`src/rtl/irq_res_pkg.sv`:
```
package irq_res_pkg;
  parameter int unsigned NUM_LVL = 5;
  localparam int unsigned SEL_W = (NUM_LVL > 1) ? $clog2(NUM_LVL) : 1;
  localparam int unsigned THR_W = $clog2(NUM_LVL + 1);

  typedef logic [NUM_LVL-1:0] lvl_vec_t;
  typedef logic [SEL_W-1:0]   lvl_idx_t;
  // 0 = idle, k+1 = level k in service
  typedef logic [THR_W-1:0]   thr_t;
endpackage

```
`src/rtl/irq_pend_bank.sv`:
```
module irq_pend_bank
  import irq_res_pkg::*;
(
  input  logic     clk_i,
  input  logic     rst_ni,
  input  lvl_vec_t irq_i,
  input  logic     ack_i,
  input  lvl_idx_t ack_lvl_i,
  output lvl_vec_t pend_o
);
  lvl_vec_t pend_q;

  for (genvar k = 0; k < NUM_LVL; k++) begin : g_lvl
    logic clr;
    assign clr = ack_i && (ack_lvl_i == SEL_W'(k));

    always_ff @(posedge clk_i or negedge rst_ni) begin
      if (!rst_ni)           pend_q[k] <= 1'b0;
      else if (irq_i[k])     pend_q[k] <= 1'b1;  // new request beats clear
      else if (clr)          pend_q[k] <= 1'b0;
    end

    p_set_r2: assert property (@(posedge clk_i) disable iff (!rst_ni)
      irq_i[k] |=> pend_q[k]);
    p_sticky_r2: assert property (@(posedge clk_i) disable iff (!rst_ni)
      (pend_q[k] && !clr) |=> pend_q[k]);
    p_clear_r5: assert property (@(posedge clk_i) disable iff (!rst_ni)
      (clr && !irq_i[k]) |=> !pend_q[k]);
  end

  assign pend_o = pend_q;
endmodule

```
`src/rtl/irq_prio_pick.sv`:
```
module irq_prio_pick
  import irq_res_pkg::*;
(
  input  lvl_vec_t pend_i,
  input  lvl_vec_t mask_i,
  input  thr_t     thr_i,
  output logic     any_o,
  output lvl_idx_t sel_o
);
  lvl_vec_t cand;

  for (genvar k = 0; k < NUM_LVL; k++) begin : g_cand
    assign cand[k] = pend_i[k] && mask_i[k] && (THR_W'(k) >= thr_i);
  end

  always_comb begin
    sel_o = '0;
    for (int k = 0; k < NUM_LVL; k++) begin
      if (cand[k]) sel_o = SEL_W'(k);  // later index overrides: highest wins
    end
  end

  assign any_o = |cand;
endmodule

```
`src/rtl/irq_prio_stack.sv`:
```
module irq_prio_stack
  import irq_res_pkg::*;
(
  input  logic     clk_i,
  input  logic     rst_ni,
  input  logic     ack_i,
  input  lvl_idx_t ack_lvl_i,
  input  logic     done_i,
  output thr_t     thr_o
);
  thr_t thr_q, sp_q, top;
  thr_t stk_q [NUM_LVL];
  logic lvl_ok, accept, pop;

  assign lvl_ok = {1'b0, ack_lvl_i} < (SEL_W + 1)'(NUM_LVL);
  assign accept = ack_i && lvl_ok && (THR_W'(ack_lvl_i) >= thr_q)
                  && (sp_q < THR_W'(NUM_LVL));
  assign pop    = done_i && !accept && (sp_q != '0);

  for (genvar e = 0; e < NUM_LVL; e++) begin : g_ent
    always_ff @(posedge clk_i or negedge rst_ni) begin
      if (!rst_ni)                           stk_q[e] <= '0;
      else if (accept && sp_q == THR_W'(e))  stk_q[e] <= thr_q;
    end
  end

  always_comb begin
    top = '0;
    for (int e = 0; e < NUM_LVL; e++) begin
      if (sp_q == THR_W'(e + 1)) top = stk_q[e];
    end
  end

  always_ff @(posedge clk_i or negedge rst_ni) begin
    if (!rst_ni) begin
      thr_q <= '0;
      sp_q  <= '0;
    end else if (accept) begin
      thr_q <= THR_W'(ack_lvl_i) + THR_W'(1);
      sp_q  <= sp_q + THR_W'(1);
    end else if (pop) begin
      thr_q <= top;
      sp_q  <= sp_q - THR_W'(1);
    end
  end

  assign thr_o = thr_q;

  p_push_up_r6: assert property (@(posedge clk_i) disable iff (!rst_ni)
    accept |=> (thr_q > $past(thr_q)));
  p_pop_down_r7: assert property (@(posedge clk_i) disable iff (!rst_ni)
    pop |=> (thr_q < $past(thr_q)));
  p_empty_done_r7: assert property (@(posedge clk_i) disable iff (!rst_ni)
    (done_i && !ack_i && sp_q == '0) |=> $stable(thr_q));
  p_ack_wins_r8: assert property (@(posedge clk_i) disable iff (!rst_ni)
    (accept && done_i) |=> (sp_q == $past(sp_q) + THR_W'(1)));
  p_low_ack_r9: assert property (@(posedge clk_i) disable iff (!rst_ni)
    (ack_i && !done_i && thr_q != '0 && THR_W'(ack_lvl_i) < thr_q) |=> $stable(thr_q));
  p_sp_bound_r6: assert property (@(posedge clk_i) disable iff (!rst_ni)
    sp_q <= THR_W'(NUM_LVL));
endmodule

```
`src/rtl/irq_resolver.sv`:
```
module irq_resolver
  import irq_res_pkg::*;
(
  input  logic                 clk_i,
  input  logic                 rst_ni,
  input  logic [NUM_LVL-1:0]   irq_i,
  input  logic [NUM_LVL-1:0]   mask_i,
  input  logic                 gie_i,
  input  logic                 ack_i,
  input  logic [SEL_W-1:0]     ack_lvl_i,
  input  logic                 done_i,
  output logic [NUM_LVL-1:0]   pend_o,
  output logic                 req_o,
  output logic [SEL_W-1:0]     sel_lvl_o
);
  lvl_vec_t pend;
  thr_t     thr;
  logic     any;
  lvl_idx_t sel;

  irq_pend_bank u_pend (
    .clk_i, .rst_ni, .irq_i, .ack_i, .ack_lvl_i, .pend_o(pend)
  );

  irq_prio_stack u_stack (
    .clk_i, .rst_ni, .ack_i, .ack_lvl_i, .done_i, .thr_o(thr)
  );

  irq_prio_pick u_pick (
    .pend_i(pend), .mask_i, .thr_i(thr), .any_o(any), .sel_o(sel)
  );

  assign pend_o    = pend;
  assign req_o     = gie_i && any;
  assign sel_lvl_o = req_o ? sel : '0;

  p_gate_r3: assert property (@(posedge clk_i) disable iff (!rst_ni)
    req_o |-> (gie_i && |(pend_o & mask_i)));
  p_sel_valid_r4: assert property (@(posedge clk_i) disable iff (!rst_ni)
    req_o |-> (pend_o[sel_lvl_o] && mask_i[sel_lvl_o]));
  p_sel_idle_r4: assert property (@(posedge clk_i) disable iff (!rst_ni)
    !req_o |-> (sel_lvl_o == '0));
endmodule

```
`config.mk`:
```
export PLATFORM = sky130hd
export DESIGN_NAME = irq_resolver
export DESIGN_NICKNAME = d
export VERILOG_FILES = /design/src/rtl/irq_res_pkg.sv /design/src/rtl/irq_pend_bank.sv /design/src/rtl/irq_prio_pick.sv /design/src/rtl/irq_prio_stack.sv /design/src/rtl/irq_resolver.sv
export SDC_FILE = /design/constraint.sdc
export NUM_CORES = 1
export LEC_CHECK = 0
export ABC_AREA = 1
export CAP_MARGIN = 10
export CORE_MARGIN = 2
export CORE_UTILIZATION = 35
export CTS_CLUSTER_DIAMETER = 50
export DETAILED_ROUTE_END_ITERATION = 10
export PLACE_DENSITY = 0.65
export SYNTH_ARGS = -nofsm -noshare
export SYNTH_HDL_FRONTEND = slang
export SYNTH_SLANG_ARGS = --single-unit
```
`constraint.sdc`:
```
create_clock -name clk_i -period 5.65 [get_ports clk_i]
set_clock_uncertainty 0.2 [all_clocks]
set_input_delay 1.13 -clock clk_i [delete_from_list [all_inputs] [get_ports clk_i]]
set_output_delay 1.13 -clock clk_i [all_outputs]
set_load 0.02 [all_outputs]
```
# Word level (Yosys, flattened, before mapping)
# Cells that the tools add are included.
# totals
reg_bits	26
latchBits	0
ramBits	0
rom_bits	0
elab_cells	93
mem_count	0
# classes
add_sub_neg	3
multipliers	0
n_div	0
order_cmp	8
n_eq_ne	9
shift	0
muxes	24
bitwise_logic	0
n_reduce_logical	37
# op_table
op	n
2-to-1 mux 3 bit	11
logical AND 1 bit	26
== test 3 x 2 -> 1 bit, second input constant	4
nonzero test 2 bit	6
2-to-1 mux 1 bit	11
== test 3 bit, second input constant	3
adder 3 x 1 -> 3 bit, second input constant	2
== test 3 x 1 -> 1 bit, second input constant	2
>= comparator 1 x 3 -> 1 bit, first input constant	2
>= comparator 2 x 3 -> 1 bit, first input constant	2
logical NOT 3 bit	2
< comparator 3 bit, second input constant	2
OR reduction 5 bit	1
2-to-1 mux 2 bit	2
>= comparator 3 bit	1
>= comparator 3 bit, first input constant	1
nonzero test 3 bit	1
subtractor 3 x 1 -> 3 bit, second input constant	1
logical NOT 1 bit	1

# Longest topological paths before layout
# Gate-level depths: netlist of run 1.
# logic_depth
depth_word	9
ltp_mapped	12
mapped_depth_nobuf	12

# Cells and area by module
# Synthesis of run 1 repeated with hierarchy kept, for this count alone.
# unflattened
hier_cells	251
hier_area_um2	1830.5
# by_module_without_submodules
module	n_inst	cells_per_inst	area_per_inst_um2	seq_area_each_um2
irq_prio_stack	1	178	1410.1	525.5
irq_pend_bank	1	36	249.0	125.1
irq_prio_pick	1	29	138.9	0.0
irq_resolver	1	8	32.5	0.0

# Worst setup path after synthesis of run 1
# OpenSTA, ideal clock, no wires.
# synth_path
path_kind	input to output
start	input mask_i[2]
end	output sel_lvl_o[0]
arrival_time_ps	1757
required_ps	4320
path_slack_ps	2563
stages	6
path_buffers	0
path_cell_list	nand4_1 nand2_1 nor2_1 nand2_1 nand2_1 nor2_1
# synth_between
elab_chain_len	6
elab_cells_between_ends	8
cone_classes	mux: 4; reduce/logical: 4
# synth_rtl
element	line	rtl
start, declared	irq_resolver.sv:7	input logic [NUM_LVL-1:0] mask_i,
logical AND 1 bit * (2 in a row)	irq_prio_pick.sv:13	assign cand[k] = pend_i[k] && mask_i[k] && (THR_W'(k) >= thr_i);
2-to-1 mux 2 bit (2 in a row)	irq_prio_pick.sv:19	if (cand[k]) sel_o = SEL_W'(k);
2-to-1 mux 3 bit	irq_prio_pick.sv:19	
2-to-1 mux 3 bit *	irq_resolver.sv:35	assign sel_lvl_o = req_o ? sel : '0;
end, declared	irq_resolver.sv:14	output logic [SEL_W-1:0] sel_lvl_o
# Mark *: on every way between the ends. The rest lies on a longest branch, timed or not.

# Final worst setup path of run 1
# Same ends and word-level chain as after synthesis.

==> reports/summary.txt, run 1 <==
Status: completed
Gate power share: 0.499
Initial antenna violation count: 0
P_leak: 1.061 nW
NetSw: 384.1 uW
Worst-skew pair later-pin latency: 0.27 ns
Cell count after synthesis: 220
RSZ-0062 raised after global routing: false
DIE AREA: 0.005545 mm2
CTS sink count: 26
DRT antenna net count: 0
Synth top area cells: dfrtp_1 (37%), nand2_1 (16%), ha_1 (10%)
Flops & latches, synth: 26
Net Sw Frac: 0.4483
Seq/Total Area, Yosys: 0.3744
Largest net degree at the start of global routing: 27
Peak Freq: 248.6 MHz
Routed length per instance: 11.42 um
DR DRC count: 0
WP data arrival: 2.69 ns
Most numerous cell in the Yosys netlist: nand2_1
Worst Hold Slack: 0.2953 ns
Final #Nets: 283
Synth unique cells: 27
Initial core utilization: 0.3655
Width of the die: 74.47 um
Vias per cell: 4.407
Clock buffer depth: 2
P per Cell Area: 401.7 mW/mm2
Area Overhead vs Synth: 22.75%
HPWL Detailed: 2802 um
Die extent in y: 74.47 um
Avg Cell Area, Syn: 7.900 um2
Hold Path Depth: 2
Final Cycle Share: 0.7118
H-tree depth: 1
TritonCTS clock tree: yes
Min Tclk post-route: 4.022 ns
Min-Delay Path Class: reg2reg
Syn_nets: 252
Synth area leader: dfrtp_1
Maximum Capacitance Violations: 0
Worst-path clk slew: 0.09 ns
Post-CTS Resized: 0
N_diodes: 0
Global Route Usage Sum: 0.1437
Final wirelength: 3621 um
Type of the worst setup path: in2out
Flop2flop setup slack: 3.48 ns
Number of global-route vias before repair: 1,332
CTS hold repair buffers: 0
Synth Flop Type: dfrtp_1
Final Max Slew Viols: 0
Initial DRC Count: 34
Clock share of power: 0.140
CTS root buffer: clkbuf_8
IO Count: 27
Fraction of post-synthesis cell area in the top cell type by area: 0.3744
Max IR drop VDD: 0.1869 mV
Number of synthesized flops with an enable pin: 0
Post-synth ARST share: 1.000
Total vias in the final route: 1,397
Hold Fails Final Rpt: 0
Crit Path Max Fanout: 2
Slew HR: 0.7161
Register-to-Register Path Depth: 10
Drt pass-1 iters: 4
Syn. warnings: 0
FP Rows: 25
Setup repair bufs after CTS: 0
Grt total ovfl: 0
Setup crit start kind: input port
Clock buffer count from CTS: 3
Core ar.: 0.004755 mm2
Synth Cell Area: 0.001738 mm2
Slew @ Worst Pin: 0.4259 ns
Global-route wire length before repair: 6134 um
Crit path capture type: output pin
Post-synth top cells: nand2_1 (72), inv_1 (27), dfrtp_1 (26)
Share of post-route cells with drive strength above 1: 0.08800
Flop pwr share: 0.361
Setup TNS: 0 ns
Final Power: 856.8 uW
Setup violators final: 0
Port bufs: 26
Routability cong.: 0.7752
CP Data Required Time: 4.32 ns
Int Pwr: 472.8 uW
## per-layer routing
layer	part of all wire	track usage	vias up
met2	0.46	0.2222	7
li1	-	-	759
met4	0.017	0.05357	0
met1	0.51	0.2088	627
met5	0	0	-
met3	0.0091	0.01355	4
## state kept, by name, summed over array words and instances (netlist names)
name,flops
u_pend.pend_o,5
u_stack.sp_q,3
u_stack.stk_q,15
u_stack.thr_o,3
## final cells by class
class	count	area (um2)
Sequential cell	26	650.6
Timing Repair Buffer	27	267.8
Clock buffer	4	55.05
Tap cell	67	83.83
Fill cell	507	2621
Multi-Input combinational cell	163	948.4
Inverter	30	127.6
## power groups by stage
| stage | Clock (mW) | Sequential (mW) | Combinational (mW) |
|---|---|---|---|
| 2_1_floorplan | 0 | 0.289 | 0.355 |
| 3_3_place_gp | 0 | 0.313 | 0.426 |
| 6_report | 0.120 | 0.309 | 0.427 |
| 4_1_cts | 0.126 | 0.309 | 0.432 |
| 3_5_place_dp | 0 | 0.313 | 0.430 |
| 5_1_grt | 0.132 | 0.319 | 0.491 |
## cells by family after synthesis
family / after synthesis / synth area share
DFF: 26 / 0.3744
xor gates and xnor gates: 2 / 0.01008
and+or+nand+nor: 116 / 0.3297
adders and majority gates: 14 / 0.1008
AOI/OAI and AO/OA: 31 / 0.1051
buffers and inverters: 31 / 0.07991
## stage by stage
stage,util,setup slack [ns],instance area (um2),instances
after floorplan,-,2.563,1738,220
after global placement,0.4371,1.662,2078,313
after detailed placement,0.4371,1.613,2078,313
after CTS,0.4487,1.612,2133,317
after global routing,0.4487,1.476,2133,317
final,0.4487,1.628,2133,317
## placed cells by master, fill, tap and decap left out, types with 2 or more instances in the layout
| cell | netlist | routed |
|---|---|---|
| clkbuf_8 | 0 | 4 |
| o21ai_1 | 14 | 14 |
| clkdlybuf4s50_1 | 0 | 26 |
| nand2_1 | 72 | 72 |
| o21ai_0 | 6 | 6 |
| nor2_2 | 2 | 2 |
| inv_8 | 2 | 2 |
| nand3_1 | 11 | 11 |
| inv_1 | 27 | 27 |
| nand4_1 | 4 | 4 |
| nor2_1 | 16 | 16 |
| a21oi_1 | 4 | 4 |
| ha_1 | 14 | 14 |
| nand2_4 | 4 | 4 |
| a21o_1 | 5 | 5 |
| dfrtp_1 | 26 | 26 |
## worst paths after layout
path,start,to
worst max register to register,u_stack.thr_o[2],u_stack.thr_o[2]
worst min-delay path,u_stack.stk_q[12],u_stack.stk_q[12]
worst min register to register,u_stack.stk_q[12],u_stack.stk_q[12]
max in group asynchronous,rst_ni,u_stack.stk_q[12]
worst max-delay path,mask_i[2],sel_lvl_o[0]
min in group asynchronous,rst_ni,u_stack.thr_o[0]
## worst max-delay path, cell delays in order
cell and delay [ns]:
clkdlybuf4s50_1 0.45, nand4_1 0.11, nand2_1 0.11, nor2_1 0.06
nand2_1 0.07, nand2_1 0.05, nor2_1 0.09, clkdlybuf4s50_1 0.62
Power figures use the tool's default switching activity.
==> run 2: changes to the inputs <==
Clock period 5.65 ns to 3.9 ns, I/O delays scaled along.
==> reports/summary.txt, run 2 (synthesized netlist as in run 1, its figures left out) <==
Area Overhead vs Synth: 23.69% (was 22.75%)
CP bufs+invs: 2 (unchanged)
IO Count: 27 (unchanged)
Die extent in y: 74.47 um (unchanged)
Global Route Usage Sum: 0.1433 (was 0.1437)
CTS sink count: 26 (unchanged)
Fin worst setup slack: 0.5796 ns (was 1.628 ns)
Initial DRC Count: 94 (was 34)
CP Data Required Time: 2.92 ns (was 4.32 ns)
DRT antenna net count: 0 (unchanged)
Setup crit start kind: input port (unchanged)
GR Util met3: 0.01626 (was 0.01355)
DIE AREA: 0.005545 mm2 (unchanged)
Initial core utilization: 0.3655 (unchanged)
Register-to-Register Path Depth: 10 (unchanged)
Slowest CP cell: clkdlybuf4s50_1 (unchanged)
Largest net degree at the start of global routing: 27 (unchanged)
Crit path capture type: output pin (unchanged)
P per Cell Area: 600.3 mW/mm2 (was 401.7 mW/mm2)
Register Area: 650.6 um2 (unchanged)
Final Non-Filler Cells: 317 (unchanged)
Final wirelength: 3614 um (was 3621 um)
Grt peak-use layer: met2 (unchanged)
Slew HR: 0.7152 (was 0.7161)
Min-Delay Path Class: reg2reg (unchanged)
Setup repair bufs after CTS: 0 (unchanged)
N_diodes: 0 (unchanged)
Drt pass-1 iters: 4 (unchanged)
Setup TNS: 0 ns (unchanged)
R2R Path End: u_stack.thr_o[2] (unchanged)
Largest Register: u_stack.stk_q (unchanged)
Final #Nets: 283 (unchanged)
CTS hold repair buffers: 0 (unchanged)
CP most frequent cell: nand2_1 (unchanged)
Initial antenna violation count: 0 (unchanged)
Status: completed (unchanged)
Critical path, cell by cell: clkdlybuf4s50_1 -> nand4_1 -> nand2_1 -> nor2_1 -> nand2_1 -> nand2_1 -> nor2_1 -> clkdlybuf4s50_1 (unchanged)
Crit Path Max Fanout: 2 (unchanged)
RSZ-0062 raised after global routing: false (unchanged)
H-tree depth: 1 (unchanged)
Final Max Slew Viols: 0 (unchanged)
CTS root buffer: clkbuf_8 (unchanged)
Worst-path clk slew: 0.10 ns (was 0.09 ns)
Width of the die: 74.47 um (unchanged)
Worst Setup EP: sel_lvl_o[0] (unchanged)
Share of post-route cells with drive strength above 1: 0.08800 (unchanged)
Critical Path Start: mask_i[2] (unchanged)
Met2 GRT Util: 0.2183 (was 0.2222)
Final Cycle Share: 0.8514
Max IR drop VDD: 0.2881 mV (was 0.1869 mV)
Peak Freq: 301.2 MHz
Max FFs per register: 15 (unchanged)
DR DRC count: 0 (unchanged)
Fin util: 0.4521 (was 0.4487)
Crit path depth: 8 (unchanged)
Clock buffer depth: 2 (unchanged)
Global-route wire length before repair: 6168 um (was 6134 um)
Pre-CTS setup slack: 0.5668 ns (was 1.613 ns)
HPWL Detailed: 2792 um (was 2802 um)
WP data arrival: 2.34 ns (was 2.69 ns)
FP Rows: 25 (unchanged)
Port bufs: 26 (unchanged)
Vias per cell: 4.442 (was 4.407)
Maximum Capacitance Violations: 0 (unchanged)
Post-CTS Resized: 0 (unchanged)
Slew @ Worst Pin: 0.4271 ns (was 0.4259 ns)
Setup violators final: 0 (unchanged)
Routed length per instance: 11.40 um (was 11.42 um)
P_leak: 1.068 nW (was 1.061 nW)
Total vias in the final route: 1,408 (was 1,397)
TritonCTS clock tree: yes (unchanged)
Flop2flop setup slack: 1.77 ns (was 3.48 ns)
Type of the worst setup path: in2out (unchanged)
Most frequent cells in the layout: nand2_1 (72), inv_1 (27), clkdlybuf4s50_1 (26), dfrtp_1 (26), nor2_1 (16) (unchanged)
Hold Fails Final Rpt: 0 (unchanged)
Met1 usage: 0.2143 (was 0.2088)
Number of global-route vias before repair: 1,338 (was 1,332)
Crit path max-delay family: buffers and inverters (unchanged)
Min Tclk post-route: 3.320 ns
Clock buffer count from CTS: 3 (unchanged)
Worst r2r src: u_stack.thr_o[2] (unchanged)
Worst path max stage delay: 0.62 ns (about the same)
Routability cong.: 0.7751 (was 0.7752)
Most common cell after layout, fill and taps aside: nand2_1 (unchanged)
Fillers: 497 (was 507)
Core ar.: 0.004755 mm2 (unchanged)
Multi-input gate area: 948.4 um2 (unchanged)
# placed instances: 313 (unchanged)
Worst-skew pair later-pin latency: 0.27 ns (about the same)
Grt total ovfl: 0 (unchanged)
==> run 2: cell types whose count changed in the layout (fill, tap and decap cells not counted) <==
cell       previous run  this run
clkbuf_8              4         3
bufinv_16             0         1
==> run 2: layout make-up <==
class / instances / area share
multi-input cells: 163 / 0.4412
flip-flops and latches: 26 / 0.3027
repair buffers: 27 / 0.1246
inverters: 30 / 0.05937
well taps: 67 / 0.03900
clock buffers: 3 / 0.01921
clock inverters: 1 / 0.01397
==> run 2: routing by layer <==
metal  routed length (um)  share of wire
met1                 1879           0.52
met4                   56          0.015
met2                 1635           0.45
met3                   43          0.012
met5                    0              0
==> run 2: worst min-delay path, cell delays in order, from the launching register on <==
cell	delay (ns)
dfrtp_1	0.36
nand2_1	0.05
o21ai_1	0.06
==> run 2: power breakdown <==
group          leakage, nW  switching [mW]  internal [mW]  total (mW)
registers            0.323          0.0833          0.364       0.447
logic                0.709           0.386          0.231       0.617
clock network       0.0357          0.0893          0.137       0.227
==> run 2: worst min-delay path by stage <==
stage                       from                 to  slack (ns)  cells past startpoint
3_5_place_dp   u_stack.stk_q[12]  u_stack.stk_q[12]        0.28                      2
2_1_floorplan  u_stack.stk_q[12]  u_stack.stk_q[12]        0.25                      2
6_report        u_stack.stk_q[1]   u_stack.stk_q[1]        0.30                      2
3_3_place_gp    u_stack.stk_q[1]   u_stack.stk_q[1]        0.27                      2
5_1_grt         u_stack.stk_q[0]   u_stack.stk_q[0]        0.33                      2
4_1_cts        u_stack.stk_q[12]  u_stack.stk_q[12]        0.30                      2
==> run 2: metrics by stage <==
stage	power, mW	hold slack, ns	instance area [um2]
after floorplan	0.9326	0.2530	1738
after global placement	1.071	0.2730	2078
after detailed placement	1.077	0.2756	2078
after CTS	1.302	0.2996	2150
after global routing	1.419	0.3321	2150
final	1.290	0.2959	2150
